`config.mk`:
```
export PLATFORM = sky130hd
export DESIGN_NAME = stripe_calc
export DESIGN_NICKNAME = d
export VERILOG_FILES = /design/src/rtl/stripe_pkg.sv /design/src/rtl/stripe_div.sv /design/src/rtl/stripe_ctrl.sv /design/src/rtl/stripe_dpath.sv /design/src/rtl/stripe_calc.sv
export SDC_FILE = /design/constraint.sdc
export NUM_CORES = 1
export LEC_CHECK = 0
export BUFFER_PORTS_ARGS = -buffer_cell sky130_fd_sc_hd__buf_4
export CELL_PAD_IN_SITES_DETAIL_PLACEMENT = 1
export CELL_PAD_IN_SITES_GLOBAL_PLACEMENT = 1
export CORE_ASPECT_RATIO = 0.8
export CORE_MARGIN = 5
export CORE_UTILIZATION = 30
export DETAILED_ROUTE_END_ITERATION = 8
export GPL_ROUTABILITY_DRIVEN = 0
export PLACE_DENSITY = 0.57
export SETUP_SLACK_MARGIN = 0.3
export SLEW_MARGIN = 10
export SYNTH_ARGS = -nofsm -noshare
export SYNTH_HDL_FRONTEND = slang
export SYNTH_HIERARCHICAL = 1
export SYNTH_SLANG_ARGS = --single-unit
```
`constraint.sdc`:
```
create_clock -name clk -period 12.2 [get_ports clk]
set_input_delay 0.61 -clock clk [delete_from_list [all_inputs] [get_ports clk]]
set_output_delay 0.61 -clock clk [all_outputs]
set_load 0.1 [all_outputs]
```
`src/rtl/stripe_pkg.sv`:
```
package stripe_pkg;
  typedef enum logic [2:0] {
    ST_IDLE, ST_RATECHK, ST_SCALE, ST_PROD, ST_LINE, ST_LDIV, ST_CMP, ST_FIN
  } stripeState_t;

  typedef struct packed {
    logic latch;
    logic loadScale;
    logic setUnity;
    logic takeRatio;
    logic mulProd;
    logic loadLine;
    logic halve;
    logic finish;
  } stripeStrb_t;
endpackage

```
`src/rtl/stripe_div.sv`:
```
module stripe_div #(
  parameter int DIV_W = 20,
  parameter int DEN_W = 16
) (
  input  logic             clk,
  input  logic             rstN,
  input  logic             load,
  input  logic [DIV_W-1:0] num,
  input  logic [DEN_W-1:0] den,
  output logic [DIV_W-1:0] quo,
  output logic             divDone
);
  localparam int CNT_W = $clog2(DIV_W + 1);

  logic [DIV_W-1:0] quoQ;
  logic [DEN_W-1:0] remQ, denQ;
  logic [CNT_W-1:0] cntQ;
  logic             doneQ;
  logic [DEN_W:0]   trial;
  logic             ge;

  assign trial = {remQ, quoQ[DIV_W-1]};
  assign ge    = trial >= {1'b0, denQ};

  always_ff @(posedge clk or negedge rstN) begin
    if (!rstN) begin
      quoQ  <= '0;
      remQ  <= '0;
      denQ  <= '0;
      cntQ  <= '0;
      doneQ <= 1'b0;
    end else if (load) begin
      quoQ  <= num;
      remQ  <= '0;
      denQ  <= den;
      cntQ  <= CNT_W'(DIV_W);
      doneQ <= 1'b0;
    end else if (cntQ != '0) begin
      quoQ  <= {quoQ[DIV_W-2:0], ge};
      remQ  <= ge ? DEN_W'(trial - {1'b0, denQ}) : trial[DEN_W-1:0];
      cntQ  <= cntQ - 1'b1;
      doneQ <= (cntQ == CNT_W'(1));
    end else begin
      doneQ <= 1'b0;
    end
  end

  assign quo     = quoQ;
  assign divDone = doneQ;

  assert_nonzero_den_R10: assert property (@(posedge clk) disable iff (!rstN)
    load |-> den != '0);
  assert_rem_below_den_R10: assert property (@(posedge clk) disable iff (!rstN)
    divDone |-> remQ < denQ);
endmodule

```
`src/rtl/stripe_ctrl.sv`:
```
module stripe_ctrl
  import stripe_pkg::*;
(
  input  logic        clk,
  input  logic        rstN,
  input  logic        start,
  input  logic        rateHigh,
  input  logic        lineZero,
  input  logic        meets,
  input  logic        divDone,
  output stripeStrb_t strb,
  output logic        busy,
  output logic        done
);
  stripeState_t stateQ, stateD;

  always_ff @(posedge clk or negedge rstN) begin
    if (!rstN) stateQ <= ST_IDLE;
    else       stateQ <= stateD;
  end

  always_comb begin
    stateD = stateQ;
    strb   = '0;
    unique case (stateQ)
      ST_IDLE: if (start) begin
        strb.latch = 1'b1;
        stateD     = ST_RATECHK;
      end
      ST_RATECHK: if (rateHigh) begin
        strb.loadScale = 1'b1;
        stateD         = ST_SCALE;
      end else begin
        strb.setUnity = 1'b1;
        stateD        = ST_PROD;
      end
      ST_SCALE: if (divDone) begin
        strb.takeRatio = 1'b1;
        stateD         = ST_PROD;
      end
      ST_PROD: begin
        strb.mulProd = 1'b1;
        stateD       = ST_LINE;
      end
      ST_LINE: if (lineZero) begin
        strb.finish = 1'b1;
        stateD      = ST_FIN;
      end else begin
        strb.loadLine = 1'b1;
        stateD        = ST_LDIV;
      end
      ST_LDIV: if (divDone) stateD = ST_CMP;
      ST_CMP: if (meets) begin
        strb.finish = 1'b1;
        stateD      = ST_FIN;
      end else begin
        strb.halve = 1'b1;
        stateD     = ST_LINE;
      end
      ST_FIN:  stateD = ST_IDLE;
      default: stateD = ST_IDLE;
    endcase
  end

  assign busy = stateQ != ST_IDLE;
  assign done = stateQ == ST_FIN;

  assert_done_pulse_R8: assert property (@(posedge clk) disable iff (!rstN)
    done |=> !done);
  assert_div_sync_R10: assert property (@(posedge clk) disable iff (!rstN)
    divDone |-> (stateQ == ST_SCALE || stateQ == ST_LDIV));
endmodule

```
`src/rtl/stripe_dpath.sv`:
```
module stripe_dpath
  import stripe_pkg::*;
#(
  parameter int CH_W      = 5,
  parameter int BITS_W    = 6,
  parameter int RATE_W    = 20,
  parameter int LIM_W     = 16,
  parameter int BASE_RATE = 48000
) (
  input  logic              clk,
  input  logic              rstN,
  input  stripeStrb_t       strb,
  input  logic              busy,
  input  logic [CH_W-1:0]   chanCnt,
  input  logic [BITS_W-1:0] sampleBits,
  input  logic [RATE_W-1:0] sampleRate,
  input  logic [1:0]        capLines,
  input  logic [LIM_W-1:0]  bwLimit,
  output logic              rateHigh,
  output logic              lineZero,
  output logic              meets,
  output logic              divDone,
  output logic [1:0]        stripeCode
);
  localparam int DEN_W   = $clog2(BASE_RATE + 1);
  localparam int RATIO_W = RATE_W - DEN_W + 1;
  localparam int NUM_W   = CH_W + BITS_W + RATIO_W;
  localparam int DIV_W   = (NUM_W > RATE_W) ? NUM_W : RATE_W;

  logic [CH_W-1:0]    chQ;
  logic [BITS_W-1:0]  bitsQ;
  logic [RATE_W-1:0]  rateQ;
  logic [LIM_W-1:0]   limQ;
  logic [2:0]         lineQ;
  logic [RATIO_W-1:0] ratioQ;
  logic [NUM_W-1:0]   prodQ;
  logic [1:0]         codeQ;
  logic [DIV_W-1:0]   divNum, quo;
  logic [DEN_W-1:0]   divDen;

  always_ff @(posedge clk or negedge rstN) begin
    if (!rstN) begin
      chQ    <= '0;
      bitsQ  <= '0;
      rateQ  <= '0;
      limQ   <= '0;
      lineQ  <= '0;
      ratioQ <= '0;
      prodQ  <= '0;
      codeQ  <= '0;
    end else begin
      if (strb.latch) begin
        chQ   <= chanCnt;
        bitsQ <= sampleBits;
        rateQ <= sampleRate;
        limQ  <= bwLimit;
        lineQ <= {capLines, 1'b0};
      end
      if (strb.setUnity)  ratioQ <= RATIO_W'(1);
      if (strb.takeRatio) ratioQ <= quo[RATIO_W-1:0];
      if (strb.mulProd)   prodQ  <= NUM_W'(chQ) * NUM_W'(bitsQ) * NUM_W'(ratioQ);
      if (strb.halve)     lineQ  <= lineQ >> 1;
      if (strb.finish)    codeQ  <= lineQ[2:1];
    end
  end

  assign divNum = strb.loadScale ? DIV_W'(rateQ) : DIV_W'(prodQ);
  assign divDen = strb.loadScale ? DEN_W'(BASE_RATE) : DEN_W'(lineQ);

  stripe_div #(.DIV_W(DIV_W), .DEN_W(DEN_W)) i_div (
    .clk     (clk),
    .rstN    (rstN),
    .load    (strb.loadScale | strb.loadLine),
    .num     (divNum),
    .den     (divDen),
    .quo     (quo),
    .divDone (divDone)
  );

  assign rateHigh   = rateQ > RATE_W'(BASE_RATE);
  assign lineZero   = lineQ == '0;
  assign meets      = quo >= DIV_W'(limQ);
  assign stripeCode = codeQ;

  assert_busy_lock_R9: assert property (@(posedge clk) disable iff (!rstN)
    (busy && !strb.latch) |=> ($stable(limQ) && $stable(rateQ) && $stable(chQ)));
  assert_line_nonzero_R10: assert property (@(posedge clk) disable iff (!rstN)
    strb.loadLine |-> lineQ != '0);
  assert_halve_bound_R3: assert property (@(posedge clk) disable iff (!rstN)
    strb.halve |-> lineQ != '0);
endmodule

```
`src/rtl/stripe_calc.sv`:
```
module stripe_calc
  import stripe_pkg::*;
#(
  parameter int CH_W   = 5,
  parameter int BITS_W = 6,
  parameter int RATE_W = 20,
  parameter int LIM_W  = 16
) (
  input  logic              clk,
  input  logic              rstN,
  input  logic              start,
  input  logic [CH_W-1:0]   chanCnt,
  input  logic [BITS_W-1:0] sampleBits,
  input  logic [RATE_W-1:0] sampleRate,
  input  logic [1:0]        capLines,
  input  logic [LIM_W-1:0]  bwLimit,
  output logic              busy,
  output logic              done,
  output logic [1:0]        stripeCode
);
  stripeStrb_t strb;
  logic rateHigh, lineZero, meets, divDone;

  stripe_ctrl i_ctrl (
    .clk(clk), .rstN(rstN), .start(start),
    .rateHigh(rateHigh), .lineZero(lineZero), .meets(meets), .divDone(divDone),
    .strb(strb), .busy(busy), .done(done)
  );

  stripe_dpath #(.CH_W(CH_W), .BITS_W(BITS_W), .RATE_W(RATE_W), .LIM_W(LIM_W)) i_dpath (
    .clk(clk), .rstN(rstN), .strb(strb), .busy(busy),
    .chanCnt(chanCnt), .sampleBits(sampleBits), .sampleRate(sampleRate),
    .capLines(capLines), .bwLimit(bwLimit),
    .rateHigh(rateHigh), .lineZero(lineZero), .meets(meets), .divDone(divDone),
    .stripeCode(stripeCode)
  );

  assert_idle_after_done_R2: assert property (@(posedge clk) disable iff (!rstN)
    done |=> !busy);
endmodule

```
==> results.json <==
{
  "status": "completed",
  "grt_pass1_vias": 8316,
  "core_area_sq_um": 33700,
  "period_share_pct": 55.8,
  "grt_use_total_pct": 15.3,
  "grt_overflow_total": 0,
  "vias": 7885,
  "post_cts_resized": 0,
  "wl_mm": 27.9,
  "ioPinCount": 56,
  "rsz0062_at_grt": "false",
  "root_buffer": "clkbuf_16",
  "cp-end-kind": "flip-flop",
  "die_height_um": 175,
  "finalSetupViolCount": 0,
  "max_slew_margin_pct": 34.4,
  "firstDrtPassIters": 4,
  "cp-start-kind": "flip-flop",
  "slew_viol_final": 0,
  "port_buffers": 55,
  "hold_viol": 0,
  "cts_setup_buffers": 0,
  "holdBufCountCts": 0,
  "wl_per_cell_um": 17.9,
  "cp.arrival_ps": 7160,
  "die_w_um": 217,
  "yosysSeqAreaShare_pct": 32.7,
  "ys_ff_latch": 134,
  "cts-buffers-inserted": 17,
  "pre_cts_ws_ps": 5410,
  "antenna_cells": 0,
  "crit_path_max_fanout": 10,
  "yosys_warnings": 6,
  "fmax_ghz": 0.147,
  "layout.nets": 1282,
  "finalClockSkew_ps": 14.3,
  "rows": 60,
  "fin_tns_setup_ps": 0,
  "synth_area_per_cell_sq_um": 9.50,
  "fin_crit_ps": 6810,
  "drc": 0,
  "yosysUniqueCellTypes": 82,
  "cts_buffer_depth": 2,
  "ys.flop_type": "dfrtp_1",
  "synth_edf_count": 0,
  "clock_latency_ps": 440,
  "hpwlAfterDp_mm": 20.6,
  "worstPathRequired_ps": 12550,
  "dieArea_sq_um": 38000,
  "area_growth_pct": 13.8,
  "final_cell_mix": "dfrtp_1, nand2_1, inv_1",
  "layout_commonest_cell": "dfrtp_1",
  "hp-class": "in -> async",
  "path_clk_slew_ps": 70,
  "async_flop_share_pct": 100,
  "htreeDepth": 4,
  "ant_nets": 0,
  "layout_setup_ws_ps": 5390,
  "grt_max_degree": 98,
  "grt_pass1_wl_mm": 46.7,
  "drv_cap": 0,
  "avgViaCountPerCell": 5.06,
  "syn-cell-area_sq_um": 10200,
  "first_iter_violations": 399,
  "drive_gt1_share_pct": 16.4,
  "cts_sinks": 134,
  "tightest_slew_ps": 977,
  "rr_worst_depth": 21,
  "tritoncts": "yes",
  "postSynthCellCount": 1079,
  "critPathKind": "reg -> reg",
  "antenna_found_initial": 0,
  "initial_core_util_pct": 30.4
}
==> worst max-delay path: stages (launching register included) <==
cell,delay (ps)
dfrtp_1,510
nand2_1,130
fa_1,530
fa_1,530
fa_1,560
inv_1,40
ha_1,350
a21oi_2,200
o21bai_1,100
a21oi_2,330
mux2i_1,290
fa_1,490
fa_1,560
inv_1,60
fa_1,530
inv_1,40
ha_1,380
nand2_1,70
o21ai_0,400
nor2_1,120
a2111o_1,430
o221ai_1,70
==> through the flow <==
| step | cell area [sq um] | std cells | utilization, % | hold WS (ps) |
|---|---|---|---|---|
| floorplan | 10300 | 1084 | - | 314 |
| global placement | 11100 | 1527 | 32.8 | 462 |
| detailed placement | 11100 | 1527 | 32.8 | 475 |
| CTS | 11700 | 1558 | 34.6 | 248 |
| global route | 11700 | 1558 | 34.6 | 292 |
| finish | 11700 | 1558 | 34.6 | 233 |
==> logic make-up (layout without fill, tap and decap cells) <==
logic type	Yosys count	count (layout)	synth area share [%]
fa+ha+maj	118	118	17.3
xor+xnor	18	18	1.54
flops	134	134	32.7
mux	83	83	8.79
compound gates	252	252	17.5
buf+inv	146	186	5.81
other cells	1	6	0.0366
simple gates	327	327	16.2
==> final cells by class <==
cell class,count,area [sq um]
Multi-Input combinational cell,804,6350
Fill cell,3833,22000
Tap cell,434,543
Sequential cell,134,3350
Inverter,93,349
Timing Repair Buffer,62,469
Clock inverter,12,141
Clock buffer,19,453
==> cells in the mapped netlist (7+ instances only) <==
cell type / instances / area (sq um)
nand2b_1: 16 / 100
nand3b_1: 9 / 67.6
a211oi_1: 7 / 52.6
mux2_2: 54 / 608
nor2b_1: 12 / 75.1
clkbuf_1: 31 / 116
a21oi_1: 34 / 170
a31oi_1: 10 / 62.6
mux2i_1: 27 / 270
dfrtp_1: 134 / 3350
nor2_1: 48 / 180
inv_1: 92 / 345
nor3_1: 12 / 60.1
fa_1: 40 / 801
o21a_1: 11 / 82.6
and2_1: 43 / 269
xnor2_1: 13 / 114
buf_2: 14 / 70.1
o211ai_1: 8 / 60.1
o21ai_0: 76 / 380
a21o_1: 20 / 150
nand3_1: 13 / 65.1
nand2_1: 121 / 454
ha_1: 78 / 976
nand4_1: 8 / 50.1
==> sequential cells by signal, summed over array words and instances (netlist names) <==
name                   flops
i_dpath/i_div/quo         20
i_dpath/rateQ             20
i_dpath/i_div/denQ        16
i_dpath/i_div/remQ        16
i_dpath/limQ              16
i_dpath/prodQ             16
i_dpath/bitsQ              6
i_dpath/chQ                5
i_dpath/i_div/cntQ         5
i_dpath/ratioQ             5
i_ctrl/stateQ              3
i_dpath/lineQ              3
i_dpath/stripeCode         2
i_dpath/i_div/divDone      1
==> metal layers <==
layer  vias up  part of all wire (%)  GRT usage, %  routed length (um)
li1       3837                     -             -                   -
met1      3913                    56          23.9               15500
met2       116                    40          21.6               11100
met3        19                   3.4          3.27                 945
met4         0                   1.0          3.15                 287
met5         -                     0             0                   0
==> path summary, 6_finish.rpt <==
kind                                          to  slack, ps        startpoint
min in group clk                 i_dpath/limQ[6]        380        bwLimit[6]
hold / removal                   i_dpath/limQ[8]        230              rstN
hold reg to reg                 i_dpath/prodQ[5]        500  i_dpath/prodQ[5]
setup / recovery               i_dpath/prodQ[15]       5390  i_dpath/bitsQ[0]
setup reg to reg               i_dpath/prodQ[15]       5390  i_dpath/bitsQ[0]
max in group asynchronous  i_dpath/i_div/remQ[1]      10740              rstN
Power is left out: the tool's default activity adds up to more than one toggle a clock period on the data nets, which glitch-free logic cannot reach.
